===== config.mk =====
export PLATFORM = sky130hd
export DESIGN_NAME = byte_sink_buf
export DESIGN_NICKNAME = d
export VERILOG_FILES = /design/src/rtl/byte_sink_pkg.sv /design/src/rtl/byte_sink_store.sv /design/src/rtl/byte_sink_occ.sv /design/src/rtl/byte_sink_buf.sv
export SDC_FILE = /design/constraint.sdc
export NUM_CORES = 1
export LEC_CHECK = 0
export CAP_MARGIN = 0
export CORE_MARGIN = 5
export CORE_UTILIZATION = 40
export CTS_CLUSTER_SIZE = 24
export DETAILED_ROUTE_END_ITERATION = 8
export GPL_TIMING_DRIVEN = 0
export RECOVER_POWER = 25
export SKIP_CTS_REPAIR_TIMING = 1
export SLEW_MARGIN = 20
export SYNTH_ARGS = -nofsm -noshare
export SYNTH_HDL_FRONTEND = slang
export SYNTH_SLANG_ARGS = --single-unit
export TNS_END_PERCENT = 30

===== constraint.sdc =====
create_clock -name clk -period 2 [get_ports clk]
set_clock_uncertainty 0.05 [all_clocks]
set_input_delay 0.2 -clock clk [delete_from_list [all_inputs] [get_ports clk]]
set_output_delay 0.2 -clock clk [all_outputs]
set_load 0.03 [all_outputs]

===== src/rtl/byte_sink_pkg.sv =====
package byte_sink_pkg;
    typedef enum logic [1:0] {
        S_EMPTY = 2'b00,
        S_PART  = 2'b01,
        S_FULL  = 2'b10
    } occ_state_t;
endpackage


===== src/rtl/byte_sink_store.sv =====
module byte_sink_store #(
    parameter int WIDTH = 8,
    parameter int DEPTH = 16
) (
    input  logic             clk,
    input  logic             rst_n,
    input  logic             push,
    input  logic             pop,
    input  logic [WIDTH-1:0] din,
    output logic [WIDTH-1:0] dout
);
    localparam int AW = (DEPTH > 1) ? $clog2(DEPTH) : 1;
    localparam logic [AW-1:0] LAST = AW'(DEPTH - 1);

    logic [WIDTH-1:0] mem [DEPTH];
    logic [AW-1:0]    wptr, rptr;

    function automatic logic [AW-1:0] bump(input logic [AW-1:0] p);
        return (p == LAST) ? '0 : p + 1'b1;
    endfunction

    always_ff @(posedge clk or negedge rst_n) begin
        if (!rst_n) begin
            wptr <= '0;
            rptr <= '0;
        end else begin
            if (push) wptr <= bump(wptr);
            if (pop)  rptr <= bump(rptr);
        end
    end

    always_ff @(posedge clk) begin
        if (push) mem[wptr] <= din;
    end

    assign dout = mem[rptr];


    ptr_range_chk: assert property (@(posedge clk) disable iff (!rst_n)
        (wptr <= LAST) && (rptr <= LAST));
endmodule


===== src/rtl/byte_sink_occ.sv =====
module byte_sink_occ
    import byte_sink_pkg::*;
#(
    parameter int DEPTH = 16
) (
    input  logic clk,
    input  logic rst_n,
    input  logic wr_req,
    input  logic push,
    input  logic pop,
    output logic full,
    output logic valid,
    output logic ovf
);
    localparam int CW = $clog2(DEPTH + 1);
    localparam logic [CW-1:0] TOP  = CW'(DEPTH);
    localparam logic [CW-1:0] NEAR = CW'(DEPTH - 1);
    localparam logic [CW-1:0] ONE  = CW'(1);

    occ_state_t     state, state_nx;
    logic [CW-1:0]  cnt, cnt_nx;
    logic           ovf_q;

    // next-state logic
    always_comb begin
        state_nx = state;
        cnt_nx   = cnt;
        if (push && !pop) cnt_nx = cnt + 1'b1;
        if (pop && !push) cnt_nx = cnt - 1'b1;
        unique case (state)
            S_EMPTY: if (push) state_nx = (DEPTH == 1) ? S_FULL : S_PART;
            S_PART: begin
                if (push && !pop && cnt == NEAR)      state_nx = S_FULL;
                else if (pop && !push && cnt == ONE)  state_nx = S_EMPTY;
            end
            S_FULL:  if (pop) state_nx = (DEPTH == 1) ? S_EMPTY : S_PART;
            default: state_nx = S_EMPTY;
        endcase
    end

    // state register
    always_ff @(posedge clk or negedge rst_n) begin
        if (!rst_n) begin
            state <= S_EMPTY;
            cnt   <= '0;
            ovf_q <= 1'b0;
        end else begin
            state <= state_nx;
            cnt   <= cnt_nx;
            if (wr_req && state == S_FULL) ovf_q <= 1'b1;
        end
    end

    // outputs
    always_comb begin
        full  = (state == S_FULL);
        valid = (state != S_EMPTY);
        ovf   = ovf_q;
    end


    fill_sets_full_chk: assert property (@(posedge clk) disable iff (!rst_n)
        (push && !pop && cnt == NEAR) |=> full);

    full_rise_cause_chk: assert property (@(posedge clk) disable iff (!rst_n)
        $rose(full) |-> $past(push));

    push_pop_hold_chk: assert property (@(posedge clk) disable iff (!rst_n)
        (push && pop) |=> (cnt == $past(cnt)) && !$rose(full));

    ovf_sticky_chk: assert property (@(posedge clk) disable iff (!rst_n)
        ovf |=> ovf);

    no_pop_empty_chk: assert property (@(posedge clk) disable iff (!rst_n)
        pop |-> (cnt != '0));

    pop_clears_full_chk: assert property (@(posedge clk) disable iff (!rst_n)
        (full && pop) |=> !full);

    cnt_bound_chk: assert property (@(posedge clk) disable iff (!rst_n)
        (cnt <= TOP) && (full == (cnt == TOP)));
endmodule


===== src/rtl/byte_sink_buf.sv =====
module byte_sink_buf #(
    parameter int WIDTH = 8,
    parameter int DEPTH = 16
) (
    input  logic             clk,
    input  logic             rst_n,
    input  logic             wr_en_i,
    input  logic [WIDTH-1:0] wr_byte_i,
    output logic             full_o,
    output logic             ovf_err_o,
    output logic             rd_valid_o,
    input  logic             rd_ready_i,
    output logic [WIDTH-1:0] rd_byte_o
);
    logic push, pop, full, valid;

    assign push = wr_en_i && !full;
    assign pop  = valid && rd_ready_i;

    byte_sink_occ #(.DEPTH(DEPTH)) u_occ (
        .clk    (clk),
        .rst_n  (rst_n),
        .wr_req (wr_en_i),
        .push   (push),
        .pop    (pop),
        .full   (full),
        .valid  (valid),
        .ovf    (ovf_err_o)
    );

    byte_sink_store #(.WIDTH(WIDTH), .DEPTH(DEPTH)) u_store (
        .clk   (clk),
        .rst_n (rst_n),
        .push  (push),
        .pop   (pop),
        .din   (wr_byte_i),
        .dout  (rd_byte_o)
    );

    assign full_o     = full;
    assign rd_valid_o = valid;


    drop_sets_ovf_chk: assert property (@(posedge clk) disable iff (!rst_n)
        (wr_en_i && full_o) |=> ovf_err_o);
endmodule


==> key figures <==
Synthesis
  • EDFF count, synth: 128
  • Seq/Total Area, Yosys: a little under three quarters
  • Post-synth top area cell: edfxtp_1
  • Syn avg cell area: 17.1 µm²
  • Async SR Flop Fraction: between 10% and 20%
  • Syn Nets: ~370
  • Synth Instances: 349
  • FF+latch count, synth: 144
  • Area share of the largest cell type after synthesis: 64.5%
  • Post-Syn Area: 5960 µm²
  • Synth cell types: 40
  • Ranking of synthesized cells by area: edfxtp_1 64%, dfrtp_1 6.7%, mux4_2 6.0%
  • Synth Flop Type: edfxtp_1
  • Yosys warnings: 0

STA
  • Final setup margin: -0.340 ns
  • Final Hold Vio Count: 0
  • Final count of negative-setup-slack endpoints: 33
  • Period utilization: 117%
  • Total Neg Setup Slack: -5.88 ns
  • FMAX: 427 MHz
  • RSZ-0062 raised after global routing: yes
  • Relative slew slack: 44.9%
  • Tightest Pin Transition: 0.823 ns
  • Slew Viols, Final: 0
  • Crit path time final: 2.34 ns

Floorplanning
  • # IOs: 23
  • CORE AREA: 14600 µm²
  • # rows: 44
  • Initial Util: about 41%
  • Die span in x: between 100 and 150 µm
  • Die ar.: between 15000 and 20000 µm²
  • DIE HEIGHT: roughly 130 µm

Power and ir drop
  • Pleak: around 2.6 nW
  • Tot Pwr: 11.3 mW
  • Max VDD drop: 717 µV
  • PwrDens: 1510 nW/µm²

CTS
  • Clock tree root driver cell: clkbuf_16
  • Clk sinks: about 140
  • CTS clk-pin slew, worst paths: 0.06 ns
  • Clock latency on the worst-skew pair: 0.42 ns
  • TritonCTS clock tree: done
  • Cts bufs inserted: 17
  • Max clock buf depth: 2
  • CTS H-tree depth: 4

Cells and area
  • Ant. Diodes: 0
  • P&R area growth vs syn: 25.5%
  • Multi-input combinational cell area: 1870 µm²
  • Total Nets Final: around 420
  • Sequential Area: 4250 µm²
  • Most frequent cells in the layout: 128 x edfxtp_1, 29 x mux2i_1, 20 x clkbuf_16
  • Commonest non-fill, non-tap cell in the layout: edfxtp_1
  • Fillers: 1186
  • Final std cells w/o fill: 594
  • Post-route cell area: 7480 µm²
  • Share of cells above drive strength 1: 32.0%

Placed design
  • DP HPWL: 8240 µm
  • Post-placement cell count: 558
  • Place WS: -0.732 ns
  • GP Congestion: 0.789
  • Post-Place Cell Area: 6460 µm²
  • Port buffer count: 22

Drt
  • Residual DRC count: 0
  • DR vias/cell: 5.42
  • Remaining antenna violation count: 0
  • DRT Pass-1 Iters: 4
  • Wirelength per Cell: between 20 and 25 µm
  • Total number of vias: between 3000 and 4000
  • Routed Wire Length: 12400 µm
  • Violation count after the first detailed-route iteration: 231

Critical path
  • CP Capture Point: rd_byte_o[6]
  • R2r endpoint: u_store.mem[14][7]$_DFFE_PP_
  • Reg2Reg Depth: 5
  • RR Startpoint: u_occ.state[0]$_DFFE_PN0P_
  • Slowest-stage cell, CP: mux4_2
  • WS Path Type: register to output pin
  • CP Launch Type: register
  • Worst Path Required: 1.75 ns
  • Element type at the critical path end: output pin
  • Reg2Reg Setup Slack: -0.19 ns
  • Critical path arrival: 2.09 ns
  • Crit path from: u_store.rptr[0]$_DFFE_PN0P_
  • CP dominant cell by count: buf_12
  • Max Fanout on Critical Path: 8
  • Delay of the slowest critical-path stage: roughly 0.5 ns
  • Worst-path cell chain: buf_12 -> buf_12 -> mux4_2 -> a22oi_1 -> nand2_1 -> buf_6

Outcome
  • Failing checks: negative setup slack
  • Outcome: finished with violations

GRT
  • Initial antenna violation count: 0
  • Global-route wire length before repair: 19100 µm
  • Largest net degree at the start of global routing: 17
  • Total gr overflow: 0
  • Total track usage: 14.7%
  • Vias in the first global route: 3271

Run
  • Max-cap viol count: 0

Worst hold path
  • HP Class: primary input to async pin
## how the worst min path moves through the flow
stage | slack (ns) | startpoint | cells after the start | endpoint
CTS | 0.18 | rst_n | 1 | u_occ.cnt[1]$_DFFE_PN0P_
finish | 0.23 | rst_n | 1 | u_occ.cnt[1]$_DFFE_PN0P_
global placement | 0.39 | u_occ.ovf$_DFFE_PN0P_ | 1 | u_occ.ovf$_DFFE_PN0P_
global route | 0.30 | rst_n | 1 | u_occ.cnt[1]$_DFFE_PN0P_
detailed placement | 0.40 | u_occ.ovf$_DFFE_PN0P_ | 1 | u_occ.ovf$_DFFE_PN0P_
floorplan | -0.15 | rst_n | 0 | u_occ.cnt[0]$_DFFE_PN0P_
## through the flow
step / util, % / hold slack [ns]
2_1_floorplan: - / -0.146
3_5_place_dp: 44.3 / 0.398
4_1_cts: 48.0 / 0.185
3_3_place_gp: 44.0 / 0.386
5_1_grt: 51.3 / 0.298
6_report: 51.3 / 0.234
## registers in the layout (all words and copies together) (netlist names)
name / flops
u_occ.ovf: 1
u_store.mem: 128
u_occ.cnt: 5
u_store.rptr: 4
u_store.wptr: 4
u_occ.state: 2
## report_power, final
group	total (mW)	leakage, nW	switching (mW)	internal, mW
registers	3.84	1.35	0.193	3.65
logic	4.59	1.01	2.51	2.08
clock network	2.90	0.258	1.20	1.70
total	11.3	2.61	3.90	7.43
## area by class of cell
| cell class | count | area share [%] |
|---|---|---|
| Tap cell | 184 | 3.08 |
| Multi-Input combinational cell | 174 | 24.9 |
| Inverter | 14 | 0.702 |
| Clock inverter | 12 | 1.54 |
| Buffer | 16 | 2.64 |
| Sequential cell | 144 | 56.7 |
| Clock buffer | 18 | 5.73 |
| Timing Repair Buffer | 32 | 4.61 |
## cells in the mapped netlist, types with 4 or more instances
library cell	number
mux4_2	16
inv_1	11
edfxtp_1	128
ha_1	11
dfrtp_1	16
buf_2	5
and2_1	9
nor4_1	4
nor2_1	7
nand2_1	20
buf_6	4
nand3_1	5
xnor2_1	4
mux2i_1	34
o21ai_0	14
a221oi_1	13
clkbuf_1	4
a22oi_1	8
## kinds of logic after synthesis
| kind of cell | after synthesis | share of synthesized area, % |
|---|---|---|
| muxes | 50 | 11.8 |
| xor gates and xnor gates | 6 | 0.881 |
| and+or+nand+nor | 58 | 4.89 |
| AOI/OAI and AO/OA | 49 | 6.04 |
| adders and majority gates | 11 | 2.31 |
| DFF | 144 | 71.2 |
| buffers and inverters | 31 | 2.96 |
## worst max-delay path, delay by kind of cell, from the launching register on
family / cells / cell delay, ns
flops: 1 / 0.40
mux: 1 / 0.51
compound gates: 1 / 0.19
buf+inv: 3 / 0.45
simple gates: 1 / 0.12
## per-layer routing
| metal | GRT usage (%) | up-vias | wire, µm |
|---|---|---|---|
| li1 | - | 1479 | - |
| met1 | 20.0 | 1645 | 5640 |
| met2 | 22.7 | 76 | 6050 |
| met3 | 3.47 | 20 | 424 |
| met4 | 6.23 | 0 | 238 |
| met5 | 0 | - | 0 |
No activity file was read; power rests on OpenSTA's default activity.
